$ cat src/rtl/crtc_pkg.sv
package crtc_pkg;
  parameter int CRTC_HW = 8;   // character counter width
  parameter int CRTC_VW = 11;  // line counter width
  parameter int HSE_BITS = 5;  // compared bits of horizontal sync end
  parameter int VSE_BITS = 4;  // compared bits of vertical sync end

  localparam logic [3:0] ADDR_HTOTAL = 4'd0;
  localparam logic [3:0] ADDR_HDISP  = 4'd1;
  localparam logic [3:0] ADDR_HSS    = 4'd2;
  localparam logic [3:0] ADDR_HSE    = 4'd3;
  localparam logic [3:0] ADDR_VTOTAL = 4'd4;
  localparam logic [3:0] ADDR_VDISP  = 4'd5;
  localparam logic [3:0] ADDR_VSS    = 4'd6;
  localparam logic [3:0] ADDR_VSE    = 4'd7;
  localparam logic [3:0] ADDR_LCMP   = 4'd8;
  localparam logic [3:0] ADDR_MODE   = 4'd9;

  // working timing set seen by the datapath
  typedef struct packed {
    logic [CRTC_HW-1:0]  hTotal;
    logic [CRTC_HW-1:0]  hDisp;
    logic [CRTC_HW-1:0]  hSyncStart;
    logic [HSE_BITS-1:0] hSyncEnd;
    logic [CRTC_VW-1:0]  vTotal;
    logic [CRTC_VW-1:0]  vDisp;
    logic [CRTC_VW-1:0]  vSyncStart;
    logic [VSE_BITS-1:0] vSyncEnd;
    logic [CRTC_VW-1:0]  lineCmp;
    logic                interlace;
    logic                hNeg;
    logic                vNeg;
  } crtc_cfg_t;

  // strobes from control to datapath
  typedef struct packed {
    logic lineStep;
    logic oddField;
  } crtc_strobe_t;
endpackage

$ cat src/rtl/crtc_ctrl.sv
module crtc_ctrl
  import crtc_pkg::*;
#(
  parameter crtc_cfg_t RST_CFG = '0,
  parameter bit        RST_DBL = 1'b0
) (
  input  logic               clk,
  input  logic               rstN,
  input  logic               cfgWe,
  input  logic [3:0]         cfgAddr,
  input  logic [CRTC_VW-1:0] cfgData,
  input  logic               charWrap,
  input  logic               lastLine,
  output crtc_cfg_t          cfgCur,
  output crtc_strobe_t       strb
);
  crtc_cfg_t cfgPend;
  logic      dblPend, dblCur;
  logic      scanPhase, oddQ;
  logic      lineStep, frameEnd;

  assign lineStep = charWrap & (~dblCur | scanPhase);
  assign frameEnd = lineStep & lastLine;

  assign strb.lineStep = lineStep;
  assign strb.oddField = oddQ;

  // host-visible pending set
  always_ff @(posedge clk) begin
    if (!rstN) begin
      cfgPend <= RST_CFG;
      dblPend <= RST_DBL;
    end else if (cfgWe) begin
      case (cfgAddr)
        ADDR_HTOTAL: cfgPend.hTotal     <= cfgData[CRTC_HW-1:0];
        ADDR_HDISP:  cfgPend.hDisp      <= cfgData[CRTC_HW-1:0];
        ADDR_HSS:    cfgPend.hSyncStart <= cfgData[CRTC_HW-1:0];
        ADDR_HSE:    cfgPend.hSyncEnd   <= cfgData[HSE_BITS-1:0];
        ADDR_VTOTAL: cfgPend.vTotal     <= cfgData;
        ADDR_VDISP:  cfgPend.vDisp      <= cfgData;
        ADDR_VSS:    cfgPend.vSyncStart <= cfgData;
        ADDR_VSE:    cfgPend.vSyncEnd   <= cfgData[VSE_BITS-1:0];
        ADDR_LCMP:   cfgPend.lineCmp    <= cfgData;
        ADDR_MODE: begin
          dblPend           <= cfgData[0];
          cfgPend.interlace <= cfgData[1];
          cfgPend.hNeg      <= cfgData[6];
          cfgPend.vNeg      <= cfgData[7];
        end
        default: ;
      endcase
    end
  end

  // working set, scan repeat phase and field flag
  always_ff @(posedge clk) begin
    if (!rstN) begin
      cfgCur    <= RST_CFG;
      dblCur    <= RST_DBL;
      scanPhase <= 1'b0;
      oddQ      <= 1'b0;
    end else begin
      if (charWrap) scanPhase <= dblCur & ~scanPhase;
      if (frameEnd) begin
        cfgCur    <= cfgPend;
        dblCur    <= dblPend;
        scanPhase <= 1'b0;
        oddQ      <= cfgCur.interlace & ~oddQ;
      end
    end
  end
endmodule

$ cat src/rtl/crtc_datapath.sv
module crtc_datapath
  import crtc_pkg::*;
(
  input  logic               clk,
  input  logic               rstN,
  input  crtc_cfg_t          cfg,
  input  crtc_strobe_t       strb,
  output logic               charWrap,
  output logic               lastLine,
  output logic               hSync,
  output logic               vSync,
  output logic               hBlank,
  output logic               vBlank,
  output logic               displayEn,
  output logic [CRTC_HW-1:0] charCount,
  output logic [CRTC_VW-1:0] lineCount,
  output logic               lineMatch,
  output logic               oddField
);
  logic [CRTC_HW-1:0] hCnt;
  logic [CRTC_VW-1:0] vCnt;
  logic               hOn, vOn, hRaw, vRaw, vEvt;
  logic [CRTC_VW:0]   vActLines;

  assign charWrap = (hCnt == cfg.hTotal - 1'b1);
  assign lastLine = (vCnt == cfg.vTotal + 1'b1);

  always_ff @(posedge clk) begin
    if (!rstN) begin
      hCnt <= '0;
      vCnt <= '0;
      hOn  <= 1'b0;
      vOn  <= 1'b0;
    end else begin
      hCnt <= charWrap ? '0 : hCnt + 1'b1;
      if (strb.lineStep) vCnt <= lastLine ? '0 : vCnt + 1'b1;
      hOn <= hRaw;
      vOn <= vRaw;
    end
  end

  // sync windows: start on full compare, end on low-bit compare
  always_comb begin
    hRaw = (hCnt == cfg.hSyncStart) |
           (hOn & (hCnt[HSE_BITS-1:0] != cfg.hSyncEnd));
    vEvt = strb.oddField ? (hCnt == (cfg.hTotal >> 1)) : (hCnt == '0);
    if (vEvt)
      vRaw = (vCnt == cfg.vSyncStart) |
             (vOn & (vCnt[VSE_BITS-1:0] != cfg.vSyncEnd));
    else
      vRaw = vOn;
  end

  always_comb begin
    if (cfg.interlace) vActLines = ({1'b0, cfg.vDisp} + 1'b1) >> 1;
    else               vActLines = {1'b0, cfg.vDisp} + 1'b1;
  end

  assign hBlank    = (hCnt >= cfg.hDisp);
  assign vBlank    = ({1'b0, vCnt} >= vActLines);
  assign displayEn = ~hBlank & ~vBlank;
  assign hSync     = hRaw ^ cfg.hNeg;
  assign vSync     = vRaw ^ cfg.vNeg;
  assign charCount = hCnt;
  assign lineCount = vCnt;
  assign lineMatch = (vCnt == cfg.lineCmp);
  assign oddField  = strb.oddField;
endmodule

$ cat src/rtl/crtc_timing_gen.sv
module crtc_timing_gen
  import crtc_pkg::*;
#(
  parameter int H_TOTAL_RST = 100,
  parameter int H_DISP_RST  = 80,
  parameter int H_SS_RST    = 82,
  parameter int H_SE_RST    = 94,
  parameter int V_TOTAL_RST = 523,
  parameter int V_DISP_RST  = 479,
  parameter int V_SS_RST    = 490,
  parameter int V_SE_RST    = 492,
  parameter int LCMP_RST    = 'h3FF,
  parameter int MODE_RST    = 0
) (
  input  logic               clk,
  input  logic               rstN,
  input  logic               cfgWe,
  input  logic [3:0]         cfgAddr,
  input  logic [CRTC_VW-1:0] cfgData,
  output logic               hSync,
  output logic               vSync,
  output logic               hBlank,
  output logic               vBlank,
  output logic               displayEn,
  output logic [CRTC_HW-1:0] charCount,
  output logic [CRTC_VW-1:0] lineCount,
  output logic               lineMatch,
  output logic               oddField
);
  localparam logic [7:0] MODE_BITS = 8'(MODE_RST);
  localparam crtc_cfg_t RST_CFG = '{
    hTotal:     CRTC_HW'(H_TOTAL_RST),
    hDisp:      CRTC_HW'(H_DISP_RST),
    hSyncStart: CRTC_HW'(H_SS_RST),
    hSyncEnd:   HSE_BITS'(H_SE_RST),
    vTotal:     CRTC_VW'(V_TOTAL_RST),
    vDisp:      CRTC_VW'(V_DISP_RST),
    vSyncStart: CRTC_VW'(V_SS_RST),
    vSyncEnd:   VSE_BITS'(V_SE_RST),
    lineCmp:    CRTC_VW'(LCMP_RST),
    interlace:  MODE_BITS[1],
    hNeg:       MODE_BITS[6],
    vNeg:       MODE_BITS[7]
  };

  crtc_cfg_t    cfgCur;
  crtc_strobe_t strb;
  logic         charWrap, lastLine;

  crtc_ctrl #(.RST_CFG(RST_CFG), .RST_DBL(MODE_BITS[0])) ctrl_i (
    .clk(clk), .rstN(rstN), .cfgWe(cfgWe), .cfgAddr(cfgAddr),
    .cfgData(cfgData), .charWrap(charWrap), .lastLine(lastLine),
    .cfgCur(cfgCur), .strb(strb)
  );

  crtc_datapath dp_i (
    .clk(clk), .rstN(rstN), .cfg(cfgCur), .strb(strb),
    .charWrap(charWrap), .lastLine(lastLine),
    .hSync(hSync), .vSync(vSync), .hBlank(hBlank), .vBlank(vBlank),
    .displayEn(displayEn), .charCount(charCount), .lineCount(lineCount),
    .lineMatch(lineMatch), .oddField(oddField)
  );
endmodule

$ cat config.mk
export PLATFORM = sky130hd
export DESIGN_NAME = crtc_timing_gen
export DESIGN_NICKNAME = d
export VERILOG_FILES = /design/src/rtl/crtc_pkg.sv /design/src/rtl/crtc_ctrl.sv /design/src/rtl/crtc_datapath.sv /design/src/rtl/crtc_timing_gen.sv
export SDC_FILE = /design/constraint.sdc
export NUM_CORES = 1
export LEC_CHECK = 0
export BUFFER_PORTS_ARGS = -buffer_cell sky130_fd_sc_hd__buf_2
export CORE_MARGIN = 4
export CORE_UTILIZATION = 63
export DETAILED_ROUTE_END_ITERATION = 7
export GPL_TIMING_DRIVEN = 0
export MAX_ROUTING_LAYER = met4
export PLACE_DENSITY = 0.86
export SLEW_MARGIN = 15
export SYNTH_ARGS = -nofsm -noshare
export SYNTH_HDL_FRONTEND = slang
export SYNTH_HIERARCHICAL = 1
export SYNTH_SLANG_ARGS = --single-unit
export TNS_END_PERCENT = 10
$ cat constraint.sdc
create_clock -name clk -period 5.8 [get_ports clk]
set_clock_uncertainty 0.1 [all_clocks]
set_input_delay 1.45 -clock clk [delete_from_list [all_inputs] [get_ports clk]]
set_output_delay 1.45 -clock clk [all_outputs]
set_load 0.01 [all_outputs]
Word level (Yosys, flattened, before mapping):

Cells that the tools add are included.

* $lt $le $gt $ge: 2
* multiplexer cells: 4
* equal/unequal tests: 17
* bitwise operators: 18
* add/sub/neg operators: 5
* reduce and logical (&&, ||, !) cells: 14

Operator list (number)
* $eq A11 B11 Y1: 3
* $add A11 B1 Y11 const B: 2
* $reduce_and A2 Y1: 10
* $eq A4 B3 Y1 const B: 4
* $eq A8 B8 Y1: 2
* $add A11 B1 Y12 const B: 1
* $ge A11 B12 Y1: 1
* $mux W12: 1
* $mux W11: 1
* $add A8 B1 Y8 const B: 1
* $eq A4 B2 Y1 const B: 2
* $eq A4 B4 Y1 const B: 2
* $eq A8 B7 Y1: 1
* $ge A8 B8 Y1: 1
* $logic_not A8 Y1: 1
* $sub A8 B1 Y8 const B: 1
* $and A1 B1 Y1: 7
* $not A1 Y1: 6
* $ne A5 B5 Y1: 1
* $eq A4 B1 Y1 const B: 1
* $logic_not A4 Y1: 1
* $ne A4 B4 Y1: 1
* $reduce_or A2 Y1: 2
* $or A1 B1 Y1: 3
* other kinds (2): 4

* output and inout port bits: 26
* word-level logic and storage cells: 92
* input bits: 18
* register bits: 185

Depth between registers and ports, before layout:

Gate-level depths: netlist of run 1.

* word-level depth: 5
* depth in mapped cells: 16
* depth with buffers taken out: 14

By module:

The synthesis of run 1 kept the hierarchy.

Modules (own cells, without submodules)
* crtc_ctrl: cells an instance 576, area each 6216.0 sq um, seq. area each 3283.1 sq um, times used 1
* crtc_datapath: cells an instance 386, area each 2917.8 sq um, seq. area each 420.4 sq um, times used 1

Worst setup path after synthesis of run 1:

OpenSTA, ideal clock, no wires.

* path kind: register to output
* start: reg ctrl_i/cfgCur[29] (netlist name)
* end: out displayEn
* cell stages (with the launch flop): 14
* buffers on the path: 1
* arrival: 2575 ps
* required time: 4250 ps
* setup slack: 1675 ps
* cell sequence: dfxtp_1 ha_1 nand2_1 or2_2 clkbuf_1 xnor2_1 mux2i_1 ha_1 a21o_1 a21o_1 a21oi_1 o21ai_0 a31o_2 nor2_1

* cells in the longest elaborated chain, start to end: 5

Ends and longest elaborated chain
* $add A11 B1 Y12: line crtc_datapath.sv:55, crtc_datapath.sv:56
* $mux W12: line crtc_datapath.sv:55 `if (cfg.interlace) vActLines = ({1'b0, cfg.vDisp} + 1'b1) >> 1;`
* $ge A11 B12 Y1: line crtc_datapath.sv:60 `assign vBlank = ({1'b0, vCnt} >= vActLines);`
* net vBlank: line crtc_timing_gen.sv:23 `output logic vBlank,`
* $not A1 Y1: line crtc_datapath.sv:61 `assign displayEn = ~hBlank & ~vBlank;`
* $and A1 B1 Y1: line crtc_datapath.sv:61
* to (decl): line crtc_timing_gen.sv:24 `output logic displayEn,`

The timed path passes the listed nets, and every way through them passes these cells.

Worst setup path in the final report of run 1:

* start: reg ctrl_i/cfgCur[2] (netlist name)
* end: out displayEn

* cells in the longest elaborated chain, start to end: 4

Ends and longest elaborated chain (line)
* $mux W12: crtc_datapath.sv:55
* $ge A11 B12 Y1: crtc_datapath.sv:60
* $not A1 Y1: crtc_datapath.sv:61
* $and A1 B1 Y1: crtc_datapath.sv:61

No other way between the ends.

==> summary.md, run 1 <==
| Metric | Value |
|---|---|
| Startpoint of the lowest-slack register-to-register path | `dp_i/charCount[3]` |
| Min-Delay Path Class | `flip-flop to flip-flop` |
| Synth Warn # | `6` |
| Final cell count without fillers | `1,217` |
| Ports placed on the boundary | `44` |
| Relative slew slack | `0.328` |
| Remaining global-route overflow | `0` |
| Share of layout cells above drive strength 1 | `0.102` |
| Instance count of the mapped netlist | `962` |
| Row cnt | `43` |
| Actual transition at the worst max-transition pin | `1.01 ns` |
| Largest net degree at the start of global routing | `17` |
| Setup Crit Path Kind | `flip-flop to output port` |
| Leakage | `about 4.4 nW` |
| Register clock-pin slew on the reported worst setup and hold paths | `approximately 0.070 ns` |
| Die width | `128 um` |
| Fillers | `981` |
| Top fanout value on the critical path | `10` |
| Placed insts | `1,185` |
| Count of input and output buffers | `43` |
| Synthesized cell area | `9130 um^2` |
| Level count of the clock H-tree | `4` |
| Cell area after placement | `9570 um^2` |
| Number of maximum-capacitance constraint violations | `0` |
| Worst r2r path cells | `14` |
| Global-route wire length before repair | `36.3 mm` |
| Cell with the largest stage delay on the worst path | `clkbuf_1` |
| Endpoint arrival time on the critical path | `between 3 and 4 ns` |
| Top post-synthesis cells by area | `dfxtp_1 (41%), mux2i_1 (18%), nor2b_1 (6.8%), xnor2_1 (6.3%), nand2_1 (4.5%)` |
| Stage delay of the slowest cell on the critical path | `0.40 ns` |
| Total setup violations reported at the end of the flow | `0` |
| Syn Area/Cell | `9.49 um^2` |
| Layout-stage area growth over the synthesis result | `11.2%` |
| Overall Global Routing Usage | `0.293` |
| Number of optimization iterations in the first detailed-route pass | `5` |
| Post-DP HPWL | `16.4 mm` |
| Sequential cell area fraction in the yosys report | `0.405` |
| Type of origin of the critical path | `flip-flop` |
| Power density over cell area | `251 nW/um^2` |
| Placeable core area | `14,000 um^2` |
| Average routed wire per standard cell | `18.8 um` |
| Distinct cell type count of the synthesized netlist | `58` |
| Post-CTS setup repair buffer count | `0` |
| Max VDD drop | `0.369 mV` |
| Vias in the first global route | `6,757` |
| Ys async rst share | `0` |
| Non-Filler Cell Area, Final | `10,200 um^2` |
| DRC | `0` |
| Critical path data required time | `4.25 ns` |
| Setup repair after global routing missed its margin | `no` |
| Clock tree buffer depth | `2` |
| Most used flip-flop cell after synthesis | `dfxtp_1` |
| Kind of end point of the critical path | `output port` |
| Total area of multi-input combinational cells | `5060 um^2` |
| Hold Vio Cnt, Final | `0` |
| CTS tree | `done` |
| Worst-skew pair later-pin latency | `0.43 ns` |
| Antenna diodes | `0` |
| Initial core utilization | `0.650` |
| Result of the run | `completed` |
| EDFF count, synth | `0` |
| Proportion of netlist area held by the largest area contributor | `0.405` |
| Endpoint of the most critical register-to-register path | `dp_i/lineCount[6]` |
| Storage element area | `~3700 um^2` |
| Setup crit end | `displayEn` |
| First element of the critical path | `ctrl_i/cfgCur[2]` |
| R2R Setup Slk | `about 2 ns` |
| Final sum of negative setup slack | `0 ns` |
| Crit path cell chain | `clkbuf_1, clkbuf_1, mux2i_1, ha_1, nand2b_1, a21o_1, a21o_1, a21oi_1, o21ai_0, a31o_2, nor2_1, buf_2` |
| Number of synthesized register bits | `185` |
| Die ar. | `16,500 um^2` |
| Total number of nets in the final design | `between 1,000 and 1,500` |
| Via count | `7,082` |
| Tmin final | `4.88 ns` |
| Routed Antenna Nets | `0` |
| Source of the worst hold timing path | `ctrl_i/cfgCur[65]` |
| Final Cycle Share | `0.842` |
| Antenna violations before repair | `0` |
| Clock net sink count | `185` |
| GP Congestion | `0.880` |
| Post-Route Hold Slack | `between 0.3 and 0.4 ns` |
| Number of slew-limit violations in the final report | `0` |
| Violation count after the first detailed-route iteration | `890` |
| Final wirelength | `22.8 mm` |
| Gates resized, CTS repair | `0` |
| TritonCTS buffer count | `17` |
| Upper clock frequency limit | `205 MHz` |
| Die Ht | `roughly 130 um` |
| Total power consumption of the routed design | `approximately 0.0025 W` |
| Routed via count divided by cell count | `5.82` |
| Clock root buffer | `clkbuf_16` |
| Library cell with the largest summed area after synthesis | `dfxtp_1` |
| Post-synth net total | `1,005` |
| Count of hold-fix buffers inserted at cts | `0` |
[state kept, by name, summed over array words and instances (netlist names)]
register,flops
ctrl_i/oddQ,1
ctrl_i/dblCur,1
dp_i/charCount,8
dp_i/lineCount,11
dp_i/hOn,1
ctrl_i/dblPend,1
ctrl_i/cfgPend,80
dp_i/vOn,1
ctrl_i/scanPhase,1
ctrl_i/cfgCur,80
[cell usage in the layout, fill, tap and decap left out, types with 22 or more instances in the layout]
cell type,count
buf_2,56
clkbuf_1,44
dfxtp_1,185
ha_1,25
mux2i_1,166
nand2_1,110
nor2_1,26
nor2b_1,99
xnor2_1,66
xor2_1,22
[report_power, final]
| group | internal (W) | switching [W] | leakage [nW] | total, W |
|---|---|---|---|---|
| clock network | 0.000655 | 0.000494 | 0.281 | 0.00115 |
| registers | 0.00128 | 0.00000395 | 1.50 | 0.00128 |
| logic | 0.0000399 | 0.0000753 | 2.65 | 0.000115 |
[per-stage QoR]
step | worst slack [ns] | utilization
2_1_floorplan | 1.68 | -
3_3_place_gp | 1.40 | 0.682
3_5_place_dp | 1.39 | 0.682
4_1_cts | 0.903 | 0.724
5_1_grt | 0.656 | 0.724
6_report | 0.916 | 0.724
[worst max-delay path: cells and delay by family (launching register included)]
kind            cells  cell delay, ns
buf+inv             3            0.88
fa+ha+maj           1            0.25
mux                 1            0.27
simple gates        2            0.23
flops               1            0.38
compound gates      5            0.88
[cells by family after synthesis]
logic type               Yosys count  synth area share
multiplexers                     167             0.183
adder cells (fa/ha/maj)           25            0.0342
AND/OR/NAND/NOR                  346             0.201
XOR/XNOR                          88            0.0844
AO/OA/AOI/OAI                     67            0.0507
flip-flops                       185             0.405
buffers and inverters             84            0.0408
[cell usage after synthesis, drive strengths merged, types with 2 or more instances]
library cell,count
inv,20
or3,5
dfxtp,185
a31oi,4
a21o,6
nor3,7
a21oi,10
and4,2
o31a,3
nand3b,9
o21ai,20
buf,23
and2,13
nand2,113
nand4,18
clkbuf,41
and3,8
nand2b,11
xnor2,66
nor2b,99
a211o,2
o211ai,3
a21boi,3
nand3,21
o21a,3
o22ai,2
nor4,4
ha,25
nor2,26
mux2i,166
nor3b,4
xor2,22
[metal layers]
layer / vias to the layer above / global-route usage / part of all wire
li1: 3389 / - / -
met1: 3395 / 0.402 / 0.46
met2: 248 / 0.425 / 0.44
met3: 50 / 0.0731 / 0.078
met4: 0 / 0.0999 / 0.025
met5: - / - / 0
[final cells by class]
class / count / share of cell area
buffer: 64 / 0.0293
clock buffer: 25 / 0.0498
clock inverter: 7 / 0.00788
inverter: 20 / 0.00739
multi-input combinational: 693 / 0.498
sequential: 185 / 0.365
tap: 180 / 0.0222
timing repair buffer: 43 / 0.0212
[worst min-delay path by stage]
stage | end | slack [ns] | cells past startpoint
after floorplan | ctrl_i/cfgCur[45] | 0.33 | 2
after detailed placement | ctrl_i/cfgCur[66] | 0.35 | 2
after global routing | ctrl_i/cfgPend[59] | 0.39 | 2
final | ctrl_i/cfgCur[65] | 0.36 | 2
after global placement | ctrl_i/cfgCur[45] | 0.35 | 2
after CTS | ctrl_i/cfgCur[66] | 0.36 | 2
No activity file was read; power rests on OpenSTA's default activity.
==> run 2: changes to the inputs <==
--- a/config.mk
+++ b/config.mk
@@ -7,11 +7,11 @@
 export LEC_CHECK = 0
 export BUFFER_PORTS_ARGS = -buffer_cell sky130_fd_sc_hd__buf_2
 export CORE_MARGIN = 4
-export CORE_UTILIZATION = 63
+export CORE_UTILIZATION = 62
 export DETAILED_ROUTE_END_ITERATION = 7
 export GPL_TIMING_DRIVEN = 0
 export MAX_ROUTING_LAYER = met4
-export PLACE_DENSITY = 0.86
+export PLACE_DENSITY = 0.84
 export SLEW_MARGIN = 15
 export SYNTH_ARGS = -nofsm -noshare
 export SYNTH_HDL_FRONTEND = slang
==> constraint.sdc (replaced) <==
create_clock -name clk -period 4.57 [get_ports clk]
set_clock_uncertainty 0.1 [all_clocks]
set_input_delay 1.1425 -clock clk [delete_from_list [all_inputs] [get_ports clk]]
set_output_delay 1.1425 -clock clk [all_outputs]
set_load 0.01 [all_outputs]
==> summary.md, run 2 (synthesized netlist as in run 1, its figures left out) <==
| Metric | Value |
|---|---|
| Result of the run | `completed (unchanged)` |
| Average routed wire per standard cell | `18.9 um (was 18.8 um)` |
| Worst-skew pair later-pin latency | `0.42 ns (was 0.43 ns)` |
| Level count of the clock H-tree | `4 (unchanged)` |
| Antenna diodes | `0 (unchanged)` |
| Count of input and output buffers | `43 (unchanged)` |
| GP Congestion | `0.881 (was 0.880)` |
| Fraction of power consumed by combinational cells | `0.046 (was 0.045)` |
| Clock root buffer | `clkbuf_16 (unchanged)` |
| R2R Setup Slk | `0.64 ns (was 2.05 ns)` |
| Share of total power consumed by net switching | `0.220 (was 0.225)` |
| CTS tree | `done (unchanged)` |
| P_sw | `0.000708 W (was 0.000574 W)` |
| Tmin final | `about 4.4 ns` |
| Overall Global Routing Usage | `0.289 (was 0.293)` |
| Relative slew slack | `0.330 (was 0.328)` |
| Post-DP HPWL | `16.2 mm (was 16.4 mm)` |
| Die ar. | `16,700 um^2 (was 16,500 um^2)` |
| Clock net sink count | `185 (unchanged)` |
| Register clock-pin slew on the reported worst setup and hold paths | `0.06 ns (was 0.07 ns)` |
| Largest net degree at the start of global routing | `17 (unchanged)` |
| Number of optimization iterations in the first detailed-route pass | `5 (unchanged)` |
| Cell with the largest stage delay on the worst path | `dfxtp_2 (was clkbuf_1)` |
| Violation count after the first detailed-route iteration | `657 (was 890)` |
| Via count | `7,087 (was 7,082)` |
| Vias in the first global route | `6,761 (was 6,757)` |
| Share of layout cells above drive strength 1 | `0.108 (was 0.102)` |
| First element of the critical path | `ctrl_i/cfgCur[29] (was ctrl_i/cfgCur[2])` |
| Leakage | `4.43 nW (about the same)` |
| Max VDD drop | `0.324 mV (was 0.369 mV)` |
| Final standard cell utilization of the core | `0.702 (was 0.724)` |
| Fillers | `1,070 (was 981)` |
| Stage delay of the slowest cell on the critical path | `0.39 ns (was 0.40 ns)` |
| Most common cell on crit path | `a21o_1` |
| Ports placed on the boundary | `44 (unchanged)` |
| Number of slew-limit violations in the final report | `0 (unchanged)` |
| Placed insts | `1,189 (was 1,185)` |
| Crit path cell chain | `ha_2, nand2_1, or2_2, xnor2_1, mux2i_1, ha_1, a21o_1, a21o_1, a21oi_1, o21ai_0, a31o_2, nor2_1, buf_2 (was clkbuf_1, clkbuf_1, mux2i_1, ha_1, nand2b_1, a21o_1, a21o_1, a21oi_1, o21ai_0, a31o_2, nor2_1, buf_2)` |
| Antenna violations before repair | `0 (unchanged)` |
| DRC | `0 (unchanged)` |
| Top fanout value on the critical path | `5 (was 10)` |
| TritonCTS buffer count | `17 (unchanged)` |
| Kind of end point of the critical path | `output port (unchanged)` |
| Critical path data required time | `3.33 ns (was 4.25 ns)` |
| Routed via count divided by cell count | `5.82 (about the same)` |
| Die width | `129 um (was 128 um)` |
| Setup Crit Path Kind | `flip-flop to output port (unchanged)` |
| Row cnt | `44 (was 43)` |
| Setup crit end | `displayEn (unchanged)` |
| Endpoint arrival time on the critical path | `3.14 ns (was 3.33 ns)` |
| Layout-stage area growth over the synthesis result | `11.2% (about the same)` |
| Buf+Inv Stages, Crit Path | `1 (was 3)` |
| Number of maximum-capacitance constraint violations | `0 (unchanged)` |
| Power density over cell area | `317 nW/um^2 (was 251 nW/um^2)` |
| Most common cell after layout, fill and taps aside | `dfxtp_1 (unchanged)` |
| Internal power | `0.00251 W (was 0.00197 W)` |
| Remaining global-route overflow | `0 (unchanged)` |
| Clock tree buffer depth | `2 (unchanged)` |
| Crit path max-delay family | `compound AO/OA/AOI/OAI gates (was buffers and inverters)` |
| Final wirelength | `23.0 mm (was 22.8 mm)` |
| Placeable core area | `14,500 um^2 (was 14,000 um^2)` |
| Hold Vio Cnt, Final | `0 (unchanged)` |
| Startpoint of the lowest-slack register-to-register path | `ctrl_i/cfgCur[74] (was dp_i/charCount[3])` |
| Actual transition at the worst max-transition pin | `1.00 ns (was 1.01 ns)` |
| Proportion of power drawn by flip-flops and latches | `0.506 (was 0.504)` |
| Final Cycle Share | `0.959` |
| Final sum of negative setup slack | `0 ns (unchanged)` |
| Total setup violations reported at the end of the flow | `0 (unchanged)` |
| Total power consumption of the routed design | `0.00322 W (was 0.00255 W)` |
| Initial core utilization | `0.631 (was 0.650)` |
| Die Ht | `129 um (was 128 um)` |
| Final cell count without fillers | `1,217 (unchanged)` |
| Most frequent cells in the layout | `dfxtp_1 (181), mux2i_1 (166), nand2_1 (110) (was dfxtp_1 (185), mux2i_1 (166), nand2_1 (110))` |
| Worst r2r path cells | `14 (unchanged)` |
| Global-route wire length before repair | `36.2 mm (was 36.3 mm)` |
| Type of origin of the critical path | `flip-flop (unchanged)` |
| Routed Antenna Nets | `0 (unchanged)` |
| Total number of nets in the final design | `1,065 (was 1,067)` |
| Clock share of power | `0.448 (was 0.451)` |
| Endpoint of the most critical register-to-register path | `dp_i/lineCount[10] (was dp_i/lineCount[6])` |
| Min-Delay Path Class | `flip-flop to flip-flop (unchanged)` |
| Crit. path cell count | `13 (was 12)` |
| Upper clock frequency limit | `about 230 MHz` |
-- run 2: changes by cell type in the layout (fill, tap and decap cells not counted), sizes merged --
cell | before | now
clkbuf | 66 | 60
bufinv | 1 | 2
clkinv | 1 | 2
-- run 2: layout make-up --
| class | count | area, um^2 | share of cell area |
|---|---|---|---|
| Tap cell | 184 | 230 | 0.0227 |
| Timing Repair Buffer | 43 | 215 | 0.0212 |
| Sequential cell | 185 | 3710 | 0.365 |
| Buffer | 62 | 292 | 0.0287 |
| Clock buffer | 21 | 460 | 0.0453 |
| Clock inverter | 9 | 115 | 0.0113 |
| Multi-Input combinational cell | 693 | 5060 | 0.498 |
| Inverter | 20 | 75.1 | 0.00739 |
-- run 2: metal layers --
metal / vias to the layer above / global-route usage / share of wire
li1: 3381 / - / -
met5: - / - / 0
met3: 55 / 0.0655 / 0.092
met2: 299 / 0.432 / 0.45
met1: 3352 / 0.384 / 0.43
met4: 0 / 0.104 / 0.029
-- run 2: worst min-delay path by stage --
| stage | to | startpoint | slack [ns] | depth (start not counted) |
|---|---|---|---|---|
| 2_1_floorplan | ctrl_i/cfgCur[45] | ctrl_i/cfgCur[45] | 0.33 | 2 |
| 3_3_place_gp | ctrl_i/cfgCur[45] | ctrl_i/cfgCur[45] | 0.34 | 2 |
| 3_5_place_dp | ctrl_i/cfgPend[18] | ctrl_i/cfgPend[18] | 0.36 | 2 |
| 4_1_cts | ctrl_i/cfgCur[14] | ctrl_i/cfgPend[14] | 0.37 | 2 |
| 5_1_grt | ctrl_i/cfgCur[61] | ctrl_i/cfgCur[61] | 0.39 | 2 |
| 6_report | ctrl_i/cfgCur[14] | ctrl_i/cfgPend[14] | 0.37 | 2 |
-- run 2: stage by stage --
step	area [um^2]	hold WS, ns	setup WS [ns]
4_1_cts	10200	0.371	0.0304
3_5_place_dp	9580	0.358	0.406
5_1_grt	10200	0.387	-0.0127
2_1_floorplan	9130	0.334	0.753
3_3_place_gp	9580	0.344	0.448
6_report	10200	0.369	0.186
-- run 2: timing repair --
action | 4_1_cts | 5_1_grt
setup endpoints to repair | 2 | 2
pin swaps | 0 | 1
gates cloned | 0 | 0
setup buffers | 0 | 0
gates resized for setup | 1 | 6
hold buffers | 0 | 0
-- run 2: worst reg2reg max path, cell delays in order, from the launching register on --
cell and delay, ns:
dfxtp_1 0.40, or3_1 0.41, o31a_1 0.29, o21ai_1 0.18, a31oi_1 0.12, or4_1 0.50
inv_1 0.16, a21boi_0 0.28, buf_4 0.17, clkbuf_1 0.33, nand4_1 0.25, inv_1 0.17
nand4_1 0.12, xnor2_1 0.16, and2_1 0.16
-- run 2: power by group through the flow --
stage / sequential (W) / combinational [W] / clock [W]
3_5_place_dp: 0.00166 / 0.000143 / 0
2_1_floorplan: 0.00166 / 0.0000854 / 0
4_1_cts: 0.00163 / 0.000144 / 0.00145
5_1_grt: 0.00163 / 0.000157 / 0.00152
6_report: 0.00163 / 0.000148 / 0.00144
3_3_place_gp: 0.00166 / 0.000140 / 0
